<file path="src/rtl/evq_pkg.sv">
package evq_pkg;

  // Interrupt line states: idle, raised, and the one-cycle gap after an
  // acknowledge that left entries pending.
  typedef enum logic [1:0] {
    IRQ_IDLE  = 2'd0,
    IRQ_HIGH  = 2'd1,
    IRQ_REARM = 2'd2
  } irq_state_e;

endpackage

</file>
<file path="src/rtl/evq_rst_sync.sv">
module evq_rst_sync (
  input  logic clk,
  input  logic rst_n_i,
  output logic rst_n_o
);

  logic [1:0] sync_q;

  always_ff @(posedge clk or negedge rst_n_i) begin
    if (!rst_n_i) sync_q <= 2'b00;
    else          sync_q <= {sync_q[0], 1'b1};
  end

  assign rst_n_o = sync_q[1];

endmodule

</file>
<file path="src/rtl/evq_slot_store.sv">
module evq_slot_store #(
  parameter int DEPTH  = 8,
  parameter int DATA_W = 32,
  localparam int IDX_W = $clog2(DEPTH)
) (
  input  logic              clk,
  input  logic              rst_n,
  input  logic              wr_en,
  input  logic [IDX_W-1:0]  wr_idx,
  input  logic [DATA_W-1:0] wr_data,
  input  logic              clr_en,
  input  logic [IDX_W-1:0]  clr_idx,
  input  logic [IDX_W-1:0]  rd_idx,
  output logic [DATA_W-1:0] rd_data,
  output logic              rd_occ,
  input  logic [IDX_W-1:0]  probe_idx,
  output logic              probe_occ,
  output logic              occ_any,
  output logic              occ_any_next
);

  logic [DEPTH-1:0]  occ_q, occ_d;
  logic [DATA_W-1:0] data_q [DEPTH];

  for (genvar i = 0; i < DEPTH; i++) begin : g_slot
    logic set_i, clr_i;
    assign set_i = wr_en  && (wr_idx  == IDX_W'(i));
    assign clr_i = clr_en && (clr_idx == IDX_W'(i));

    always_comb begin
      occ_d[i] = (occ_q[i] & ~clr_i) | set_i;
    end

    always_ff @(posedge clk) begin
      if (set_i) data_q[i] <= wr_data;
    end
  end

  always_ff @(posedge clk or negedge rst_n) begin
    if (!rst_n) occ_q <= '0;
    else        occ_q <= occ_d;
  end

  assign rd_data      = data_q[rd_idx];
  assign rd_occ       = occ_q[rd_idx];
  assign probe_occ    = occ_q[probe_idx];
  assign occ_any      = |occ_q;
  assign occ_any_next = |occ_d;

  // A write must land in a free slot, so no pending entry is ever overwritten.
  assert_no_overwrite_R2: assert property (@(posedge clk) disable iff (!rst_n)
    wr_en |-> !occ_q[wr_idx]);

  // A slot is cleared only while it holds an entry.
  assert_clear_occupied_R6: assert property (@(posedge clk) disable iff (!rst_n)
    clr_en |-> occ_q[clr_idx]);

  // A written slot reads back as occupied, with its payload, on the next cycle.
  assert_write_lands_R3: assert property (@(posedge clk) disable iff (!rst_n)
    wr_en |=> occ_q[$past(wr_idx)] && (data_q[$past(wr_idx)] == $past(wr_data)));

endmodule

</file>
<file path="src/rtl/evq_ptr_ctrl.sv">
module evq_ptr_ctrl #(
  parameter int DEPTH = 8,
  localparam int IDX_W = $clog2(DEPTH)
) (
  input  logic             clk,
  input  logic             rst_n,
  input  logic             ev_valid,
  input  logic             retire,
  input  logic             tail_occ,
  input  logic             head_occ,
  output logic             push_ok,
  output logic             drop,
  output logic             pop_ok,
  output logic [IDX_W-1:0] tail,
  output logic [IDX_W-1:0] head
);

  if ((1 << IDX_W) != DEPTH) begin : g_bad_depth
    $error("evq_ptr_ctrl: DEPTH must be a power of two");
  end

  logic [IDX_W-1:0] tail_q, tail_d, head_q, head_d;

  // The tail flag is the registered one, so a retire in the same cycle
  // cannot free the slot for this push.
  always_comb begin
    push_ok = ev_valid && !tail_occ;
    drop    = ev_valid &&  tail_occ;
    pop_ok  = retire   &&  head_occ;
    tail_d  = tail_q;
    head_d  = head_q;
    if (push_ok) tail_d = tail_q + IDX_W'(1);
    if (pop_ok)  head_d = head_q + IDX_W'(1);
  end

  always_ff @(posedge clk or negedge rst_n) begin
    if (!rst_n) begin
      tail_q <= '0;
      head_q <= '0;
    end else begin
      tail_q <= tail_d;
      head_q <= head_d;
    end
  end

  assign tail = tail_q;
  assign head = head_q;

  assert_tail_step_R4: assert property (@(posedge clk) disable iff (!rst_n)
    push_ok |=> tail_q == $past(tail_q) + IDX_W'(1));

  assert_head_step_R4: assert property (@(posedge clk) disable iff (!rst_n)
    pop_ok |=> head_q == $past(head_q) + IDX_W'(1));

  assert_drop_holds_tail_R2: assert property (@(posedge clk) disable iff (!rst_n)
    drop |=> $stable(tail_q));

  assert_empty_retire_R6: assert property (@(posedge clk) disable iff (!rst_n)
    (retire && !head_occ) |=> $stable(head_q));

endmodule

</file>
<file path="src/rtl/evq_drop_ctr.sv">
module evq_drop_ctr #(
  parameter int CNT_W = 16
) (
  input  logic             clk,
  input  logic             rst_n,
  input  logic             drop,
  input  logic             clear,
  output logic [CNT_W-1:0] count
);

  localparam logic [CNT_W-1:0] CNT_MAX = '1;

  logic [CNT_W-1:0] cnt_q, cnt_d, base;
  logic             cnt_en;

  always_comb begin
    base   = clear ? '0 : cnt_q;
    cnt_en = clear || drop;
    cnt_d  = base;
    if (drop && (base != CNT_MAX)) cnt_d = base + CNT_W'(1);
  end

  always_ff @(posedge clk or negedge rst_n) begin
    if (!rst_n)      cnt_q <= '0;
    else if (cnt_en) cnt_q <= cnt_d;
  end

  assign count = cnt_q;

  assert_saturate_R8: assert property (@(posedge clk) disable iff (!rst_n)
    (cnt_q == CNT_MAX && !clear) |=> cnt_q == CNT_MAX);

  assert_clear_R8: assert property (@(posedge clk) disable iff (!rst_n)
    (clear && !drop) |=> cnt_q == '0);

endmodule

</file>
<file path="src/rtl/evq_irq_gen.sv">
module evq_irq_gen
  import evq_pkg::*;
(
  input  logic clk,
  input  logic rst_n,
  input  logic push_ok,
  input  logic occ_any,
  input  logic occ_any_next,
  input  logic ack,
  output logic irq
);

  irq_state_e st_q, st_d;
  logic       rise;

  assign rise = push_ok && !occ_any;

  always_comb begin
    st_d = st_q;
    unique case (st_q)
      IRQ_IDLE:  if (rise) st_d = IRQ_HIGH;
      IRQ_HIGH:  if (ack && !rise) st_d = occ_any_next ? IRQ_REARM : IRQ_IDLE;
      IRQ_REARM: st_d = occ_any_next ? IRQ_HIGH : IRQ_IDLE;
      default:   st_d = IRQ_IDLE;
    endcase
  end

  always_ff @(posedge clk or negedge rst_n) begin
    if (!rst_n) st_q <= IRQ_IDLE;
    else        st_q <= st_d;
  end

  assign irq = (st_q == IRQ_HIGH);

  assert_rise_on_first_R1: assert property (@(posedge clk) disable iff (!rst_n)
    rise |=> irq);

  assert_level_hold_R5: assert property (@(posedge clk) disable iff (!rst_n)
    (irq && !ack) |=> irq);

  assert_ack_gap_R7: assert property (@(posedge clk) disable iff (!rst_n)
    (irq && ack && !rise) |=> !irq);

  assert_rise_needs_entry_R1: assert property (@(posedge clk) disable iff (!rst_n)
    $rose(irq) |-> occ_any);

endmodule

</file>
<file path="src/rtl/evq_irq_ring.sv">
module evq_irq_ring #(
  parameter int DEPTH  = 8,
  parameter int DATA_W = 32,
  parameter int CNT_W  = 16
) (
  input  logic              clk,
  input  logic              rst_n,
  input  logic              ev_valid,
  input  logic [DATA_W-1:0] ev_data,
  input  logic              cpu_retire,
  output logic              head_valid,
  output logic [DATA_W-1:0] head_data,
  input  logic              irq_ack,
  output logic              irq,
  input  logic              drop_clear,
  output logic [CNT_W-1:0]  drop_count
);

  localparam int IDX_W = $clog2(DEPTH);

  logic             rst_n_s;
  logic             push_ok, drop, pop_ok;
  logic [IDX_W-1:0] tail, head;
  logic             tail_occ, head_occ, occ_any, occ_any_next;

  evq_rst_sync u_rst (
    .clk     (clk),
    .rst_n_i (rst_n),
    .rst_n_o (rst_n_s)
  );

  evq_ptr_ctrl #(.DEPTH(DEPTH)) u_ptr (
    .clk      (clk),
    .rst_n    (rst_n_s),
    .ev_valid (ev_valid),
    .retire   (cpu_retire),
    .tail_occ (tail_occ),
    .head_occ (head_occ),
    .push_ok  (push_ok),
    .drop     (drop),
    .pop_ok   (pop_ok),
    .tail     (tail),
    .head     (head)
  );

  evq_slot_store #(.DEPTH(DEPTH), .DATA_W(DATA_W)) u_store (
    .clk          (clk),
    .rst_n        (rst_n_s),
    .wr_en        (push_ok),
    .wr_idx       (tail),
    .wr_data      (ev_data),
    .clr_en       (pop_ok),
    .clr_idx      (head),
    .rd_idx       (head),
    .rd_data      (head_data),
    .rd_occ       (head_occ),
    .probe_idx    (tail),
    .probe_occ    (tail_occ),
    .occ_any      (occ_any),
    .occ_any_next (occ_any_next)
  );

  evq_drop_ctr #(.CNT_W(CNT_W)) u_drop (
    .clk   (clk),
    .rst_n (rst_n_s),
    .drop  (drop),
    .clear (drop_clear),
    .count (drop_count)
  );

  evq_irq_gen u_irq (
    .clk          (clk),
    .rst_n        (rst_n_s),
    .push_ok      (push_ok),
    .occ_any      (occ_any),
    .occ_any_next (occ_any_next),
    .ack          (irq_ack),
    .irq          (irq)
  );

  assign head_valid = head_occ;

  // A full ring never accepts, even with a retire in the same cycle.
  assert_full_blocks_push_R9: assert property (@(posedge clk) disable iff (!rst_n_s)
    (ev_valid && tail_occ) |=> drop_count != '0);

endmodule

</file>
<file path="config.mk">
export PLATFORM = sky130hd
export DESIGN_NAME = evq_irq_ring
export DESIGN_NICKNAME = d
export VERILOG_FILES = /design/src/rtl/evq_pkg.sv /design/src/rtl/evq_rst_sync.sv /design/src/rtl/evq_slot_store.sv /design/src/rtl/evq_ptr_ctrl.sv /design/src/rtl/evq_drop_ctr.sv /design/src/rtl/evq_irq_gen.sv /design/src/rtl/evq_irq_ring.sv
export SDC_FILE = /design/constraint.sdc
export NUM_CORES = 1
export LEC_CHECK = 0
export ABC_AREA = 1
export BUFFER_PORTS_ARGS = -buffer_cell sky130_fd_sc_hd__buf_4
export CAP_MARGIN = 20
export CORE_MARGIN = 1.5
export CORE_UTILIZATION = 24
export CTS_CLUSTER_SIZE = 30
export DETAILED_ROUTE_END_ITERATION = 8
export PLACE_DENSITY = 0.49
export SYNTH_ARGS = -nofsm -noshare
export SYNTH_HDL_FRONTEND = slang
export SYNTH_SLANG_ARGS = --single-unit
</file>
<file path="constraint.sdc">
create_clock -name clk -period 2.4 [get_ports clk]
set_input_delay 0 -clock clk [delete_from_list [all_inputs] [get_ports clk]]
set_output_delay 0 -clock clk [all_outputs]
set_load 0.02 [all_outputs]
</file>
Yosys cells after proc, flatten, opt, wreduce, memory -nomap -nowiden
Memories as Yosys holds them, arrays and structs flattened.
Cells that the tools add are included.
W data, S select, Z words.
Operators by class
  add/subtract/negate cells: 3
  equal/unequal tests: 19
  reduce and logical (&&, ||, !) cells: 39
  $lt $le $gt $ge: 2
  multiplexer cells: 48
  bitwise operators: 24
Operators by type and width (number)
  $mux W32: 7
  $reduce_or A32 Y1: 7
  $mux W16: 2
  $mux W1: 26
  $eq A3 B3 Y1 const B: 8
  $logic_and A1 B1 Y1: 22
  $mux W3: 7
  $add A16 B1 Y16 const B: 1
  $ne A16 B16 Y1 const B: 1
  $reduce_or A8 Y1: 2
  $eq A3 B2 Y1 const B: 4
  $and A1 B1 Y1: 8
  $lt A3 B4 Y1 const B: 2
  $not A1 Y1: 8
  $or A1 B1 Y1: 8
  $add A3 B1 Y3 const B: 2
  $bmux W1 S3: 2
  $eq A3 B1 Y1 const B: 2
  $logic_not A3 Y1: 2
  $mux W2: 3
  $pmux W2 S3: 1
  $ne A2 B1 Y1 const B: 2
  $logic_not A1 Y1: 3
  $eq A2 B1 Y1 const B: 1
  other kinds (4): 4
Word-level totals
  output and inout bits: 50
  register bits after elaboration: 34
  memories kept: 1
  bits in writable memories: 256
Memories
  u_store.data_q: depth 8, bits a word 32, rd ports 1, clocked after Yosys merged registers in 0, write ports 1, RTL line evq_slot_store.sv:23  | logic [DATA_W-1:0] data_q [DEPTH];

Depth between registers and ports, before layout
  depth after elaboration: 15
  depth in mapped cells: 15
  mapped depth without buffers: 13

Hierarchy
A second synthesis with hierarchy kept.
Unflattened totals
  cell total of the unflattened synthesis: 1070
  area total of the unflattened synthesis: 12229.2 um^2
By module, submodules not included
  evq_slot_store: cells each 823, times used 1, area each 10500.1 um^2, sequential area each 7887.6 um^2
  evq_drop_ctr: cells each 192, times used 1, area each 1275.0 um^2, sequential area each 400.4 um^2
  evq_ptr_ctrl: cells each 36, times used 1, area each 294.0 um^2, sequential area each 150.1 um^2
  evq_irq_gen: cells each 16, times used 1, area each 106.4 um^2, sequential area each 50.0 um^2
  evq_rst_sync: cells each 3, times used 1, area each 53.8 um^2, sequential area each 50.0 um^2

Worst setup path after synthesis
Ideal clock, no wire load.
  path kind: register -> register
  from: reg u_ptr.tail_q[0], in the netlist u_ptr.tail[0]
  to: mem u_store.data_q[7][0] (enable)
  cell stages (with the launch flop): 8
  arrival: 1.840 ns
  slack: 0.174 ns
  path buffers: 0
  required time: 2.013 ns
  period minus slack after synthesis: 2.226 ns
  cells stage by stage: dfrtp_1 > inv_2 > nand2_1 > nand3_1 > nand2_1 > o21ai_4 > nand3_1 > inv_1
Between the ends
  elaborated cells on any way between the ends: 57
RTL lines
  start: declaration: RTL line evq_ptr_ctrl.sv:22  | logic [IDX_W-1:0] tail_q, tail_d, head_q, head_d;
  start signal: assignment: RTL line evq_ptr_ctrl.sv:41  | tail_q <= tail_d;
  $bmux W1 S3: RTL line evq_slot_store.sv:46  | assign probe_occ = occ_q[probe_idx];
  $mux W1 (not written as such): RTL line evq_slot_store.sv:46
  $logic_not A1 Y1: RTL line evq_ptr_ctrl.sv:27  | push_ok = ev_valid && !tail_occ;
  $logic_and A1 B1 Y1: RTL line evq_ptr_ctrl.sv:27
  $logic_and A1 B1 Y1 *: RTL line evq_slot_store.sv:27  | assign set_i = wr_en && (wr_idx == IDX_W'(i));
  named net u_store.g_slot[7].set_i: RTL line evq_slot_store.sv:26  | logic set_i, clr_i;
  $mux W1 *: RTL line evq_slot_store.sv:35  | if (set_i) data_q[i] <= wr_data;
  $mux W1 (not written as such) *: RTL line evq_slot_store.sv:35
  $reduce_or A32 Y1 (no line)
  $mux W3 (no line) or $mux W1 (tied branches)
  end: declaration: RTL line evq_slot_store.sv:23
Mark *: on every way through the listed nets, which the timed path passes. The rest lies on a longest branch. The select of a mux whose other input is x is not followed.

Worst setup path after layout
  from: reg u_ptr.head_q[1], in the netlist u_ptr.head[1]
  to: out head_data[8]
Between the ends
  word-level cells in the longest chain between the ends: 1
RTL lines
  start: declaration: RTL line evq_ptr_ctrl.sv:22
  start signal: assignment: RTL line evq_ptr_ctrl.sv:39  | head_q <= '0;
  start signal: assignment: RTL line evq_ptr_ctrl.sv:42  | head_q <= head_d;
  $mem_v2 Z8 W32
  end: declaration: RTL line evq_irq_ring.sv:12  | output logic [DATA_W-1:0] head_data,
No other way between the ends.

==> key figures <==
Outcome
  – Status: complete, no violations

Critical path
  – WP data arrival: ~2.3 ns
  – Crit path kind: flip-flop to output pin
  – Worst path required time: about 2.4 ns
  – Worst Path Max Fanout: approximately 70
  – Critical Path End Type: output pin
  – Startpoint types: flip-flop

Placement
  – Placed cell areas: around 0.014 mm²
  – DP Wirelength: 17600 µm
  – GPL Wtd Cong: approximately 0.87
  – I/O Buffers: 87

Logic synthesis
  – Post-Syn Area: 0.01208 mm²
  – Complex-gate fraction of the synthesized area: 0.09364
  – Syn. warnings: 0
  – Post-synth EDFFs: about 260
  – Async SR Flop Fraction: 0.1172
  – Netlist cell types: 40
  – Seq/Total Area, Yosys: 0.7069
  – Post-synthesis net count: about 1100
  – Post-Synth Simple-Gate Area: 0.1357
  – Yosys top cell area share: 0.6364
  – Yosys reg bits: 290
  – Synth Flop Type: edfxtp_1
  – Largest family of logic cells by synthesized area: simple AND/OR/NAND/NOR gates
  – Post-synthesis adder-cell area fraction: 0.01347
  – Synth area leader: edfxtp_1
  – Multiplexer share of the synthesized area: 0.0008287
  – Top-count cell post-synth: edfxtp_1
  – Synth top cells by count: edfxtp_1, nor2_1, o21ai_0
  – Synth Area in XOR/XNOR: 0.01233
  – Synth top area cells: edfxtp_1, nor2_1, dfrtp_1, o21ai_0, nand2_1
  – Syn Inst Count: between 1000 and 1500
  – Synth Area per Inst: approximately 12 µm²

Power and ir drop
  – Max VDD drop: roughly 0.74 mV
  – Final Power: roughly 19000 µW
  – Internal power: 11680 µW
  – Gate power share: 0.415
  – Part of the power in registers: 0.345
  – Clock power share: 0.241
  – Sw frac: 0.3806
  – PD cells: about 1200 mW/mm²
  – Leak pwr: between 0.005 and 0.006 µW
  – P_sw: between 7000 and 8000 µW

Layout
  – # fillers: a little over 5000
  – Share of layout cells above drive strength 1: 0.1934
  – Util after Layout: 0.3103
  – N_diodes: 0
  – Multi-input logic area: 0.003221 mm²
  – Area Growth Syn to Fin: 28.09%
  – Final nets: 1203
  – Reg area: about 0.0085 mm²
  – Post-route design area: approximately 0.015 mm²

Routing
  – Routed Wire Length: about 31000 µm
  – DRC errors left: 0
  – Vias/cell: between 4 and 5
  – Via count: roughly 8000
  – 1st-iter DRT viols: ~640
  – Wire length per cell: approximately 17 µm
  – Antenna-violating nets left: 0
  – TritonRoute pass-1 iters: 4

Timing
  – Worst-margin pin slew: between 0.9 and 1 ns
  – Final setup viols: 0
  – Worst rel slew slack: 0.3614
  – WHS: about 0.19 ns
  – Pins Over Slew Limit: 0
  – Hold Vio Cnt, Final: 0
  – Max Clock Freq: ~0.44 GHz
  – Fin crit share: 0.9499
  – Worst Clk Skew: between 0.007 and 0.008 ns
  – Min cycle time layout: around 2.3 ns
  – Unrepaired setup endpoints after global routing: yes

GRT
  – Met1 Use GR: 0.1591
  – Total GRT Usage: 0.1157
  – First-pass GRT wire length: approximately 46000 µm
  – Vias in the first global route: a little under 8000
  – GRT met2 Usage: 0.1867
  – Overflow after GRT: 0
  – Antenna violations before repair: 1
  – M3 GR Usage: 0.02336
  – Largest net degree at the start of global routing: slightly below 70
  – Busiest grt layer: met2

Floorplan
  – Die Wd: 227.3 µm
  – Chip height: around 230 µm
  – Core box area: roughly 0.05 mm²
  – DIE AREA: a little over 0.05 mm²
  – # IOs: 88
  – Starting density of the core: 0.2422
  – Cell Rows: 82

Clocking
  – CTS Buf Count: 31
  – Clock latency on the worst-skew pair: about 0.59 ns
  – CTS H-tree depth: 1
  – Clock-pin slew on the worst setup and hold paths: approximately 0.06 ns
  – TritonCTS clock tree: built
  – CTS Root Cell: clkbuf_16
  – Clock sink count: a little under 300
  – CTS max path bufs: 3

Flow run
  – Max Cap Viol: 0

Worst hold path
  – Worst Hold Class: input pin to flip-flop
metrics by stage:
step           setup WS, ns  instances  setup TNS [ns]
2_1_floorplan        0.1737       1011               0
3_3_place_gp         0.3946       1738               0
3_5_place_dp         0.3505       1738               0
4_1_cts            0.002022       1835               0
5_1_grt            -0.03456       1846        -0.03456
6_report             0.1202       1846               0
routing by layer:
metal,vias up,share of wire
met3,51,0.050
met4,2,0.020
met2,157,0.46
met5,-,0.00032
li1,3876,-
met1,3909,0.47
sequential cells by signal, summed over array words and instances, names as in the netlist:
name,count
u_store.occ_q,8
u_drop.count,16
u_rst.sync_q,2
u_irq.st_q,2
u_ptr.head,3
u_ptr.tail,3
u_store.data_q,256
worst max-delay path: stages, from the launching register on:
cell and delay, ns:
dfrtp_2 0.44, buf_16 0.32, o21ai_0 0.18, o22ai_2 0.23, nor2_1 0.08, a31oi_2 0.24
buf_4 0.19
placed cells by master, fill, tap and decap left out, types with 2 or more instances in the layout:
cell type / count
clkbuf_1: 10
clkinv_1: 7
o22ai_1: 31
dlygate4sd3_1: 39
inv_2: 14
inv_1: 33
nand3_1: 21
ha_1: 13
nand2_2: 6
nand2_4: 4
a31oi_1: 14
a21oi_1: 2
nor2_1: 250
xor2_1: 10
inv_6: 2
xnor2_1: 7
nor4_1: 6
buf_16: 5
nand2_1: 62
o21ai_2: 4
o21ai_0: 130
edfxtp_1: 256
nor4_4: 2
clkinv_2: 3
nor2_2: 2
a31oi_2: 19
buf_12: 15
dfrtp_1: 32
nand4_1: 17
bufinv_16: 2
buf_4: 99
clkbuf_16: 36
layout make-up:
class / count / area share
Sequential cell: 290 / 0.5522
Multi-Input combinational cell: 614 / 0.2082
Timing Repair Buffer: 164 / 0.1101
Tap cell: 672 / 0.05434
Clock buffer: 41 / 0.05256
Inverter: 50 / 0.01375
Clock inverter: 14 / 0.008329
Timing Repair inverter: 1 / 0.0005661
path summary, 6_finish.rpt:
check / start / depth (start not counted) / slack, ns / endpoint
worst min register to register: u_rst.sync_q[0] / 0 / 0.36 / u_rst.sync_q[1]
min in group asynchronous: rst_n / 3 / 0.26 / u_rst.sync_q[0]
worst max register to register: u_ptr.tail[0] / 10 / 0.19 / u_irq.st_q[0]
max in group asynchronous: u_rst.sync_q[1] / 1 / 1.26 / u_drop.count[12]
worst max-delay path: u_ptr.head[1] / 6 / 0.12 / head_data[8]
worst min-delay path: ev_data[11] / 2 / 0.19 / u_store.data_q[4][11]
power groups by stage:
stage               Sequential, µW  Combinational [µW]  Clock (µW)
floorplan                     6490                4280           0
global placement              6590                6910           0
detailed placement            6600                6900           0
CTS                           6520                7240        4660
global route                  6550                8600        4870
finish                        6500                7810        4540
cells by family after synthesis:
logic type               after synthesis
buffers and inverters                107
multiplexers                           1
other                                  1
flip-flops                           290
AND/OR/NAND/NOR                      378
adder cells (fa/ha/maj)               13
XOR/XNOR                              17
AO/OA/AOI/OAI                        204
timing repair:
item                                   in CTS  in global routing
buffers inserted                            2                  5
hold buffers                               39                  0
pin swaps                                   0                  1
gates cloned                                1                  6
setup endpoints to repair                  27                 28
endpoints found under the hold margin     290                  0
resized for setup                          13                 21
Note: power is estimated with default switching activity, not from simulation.
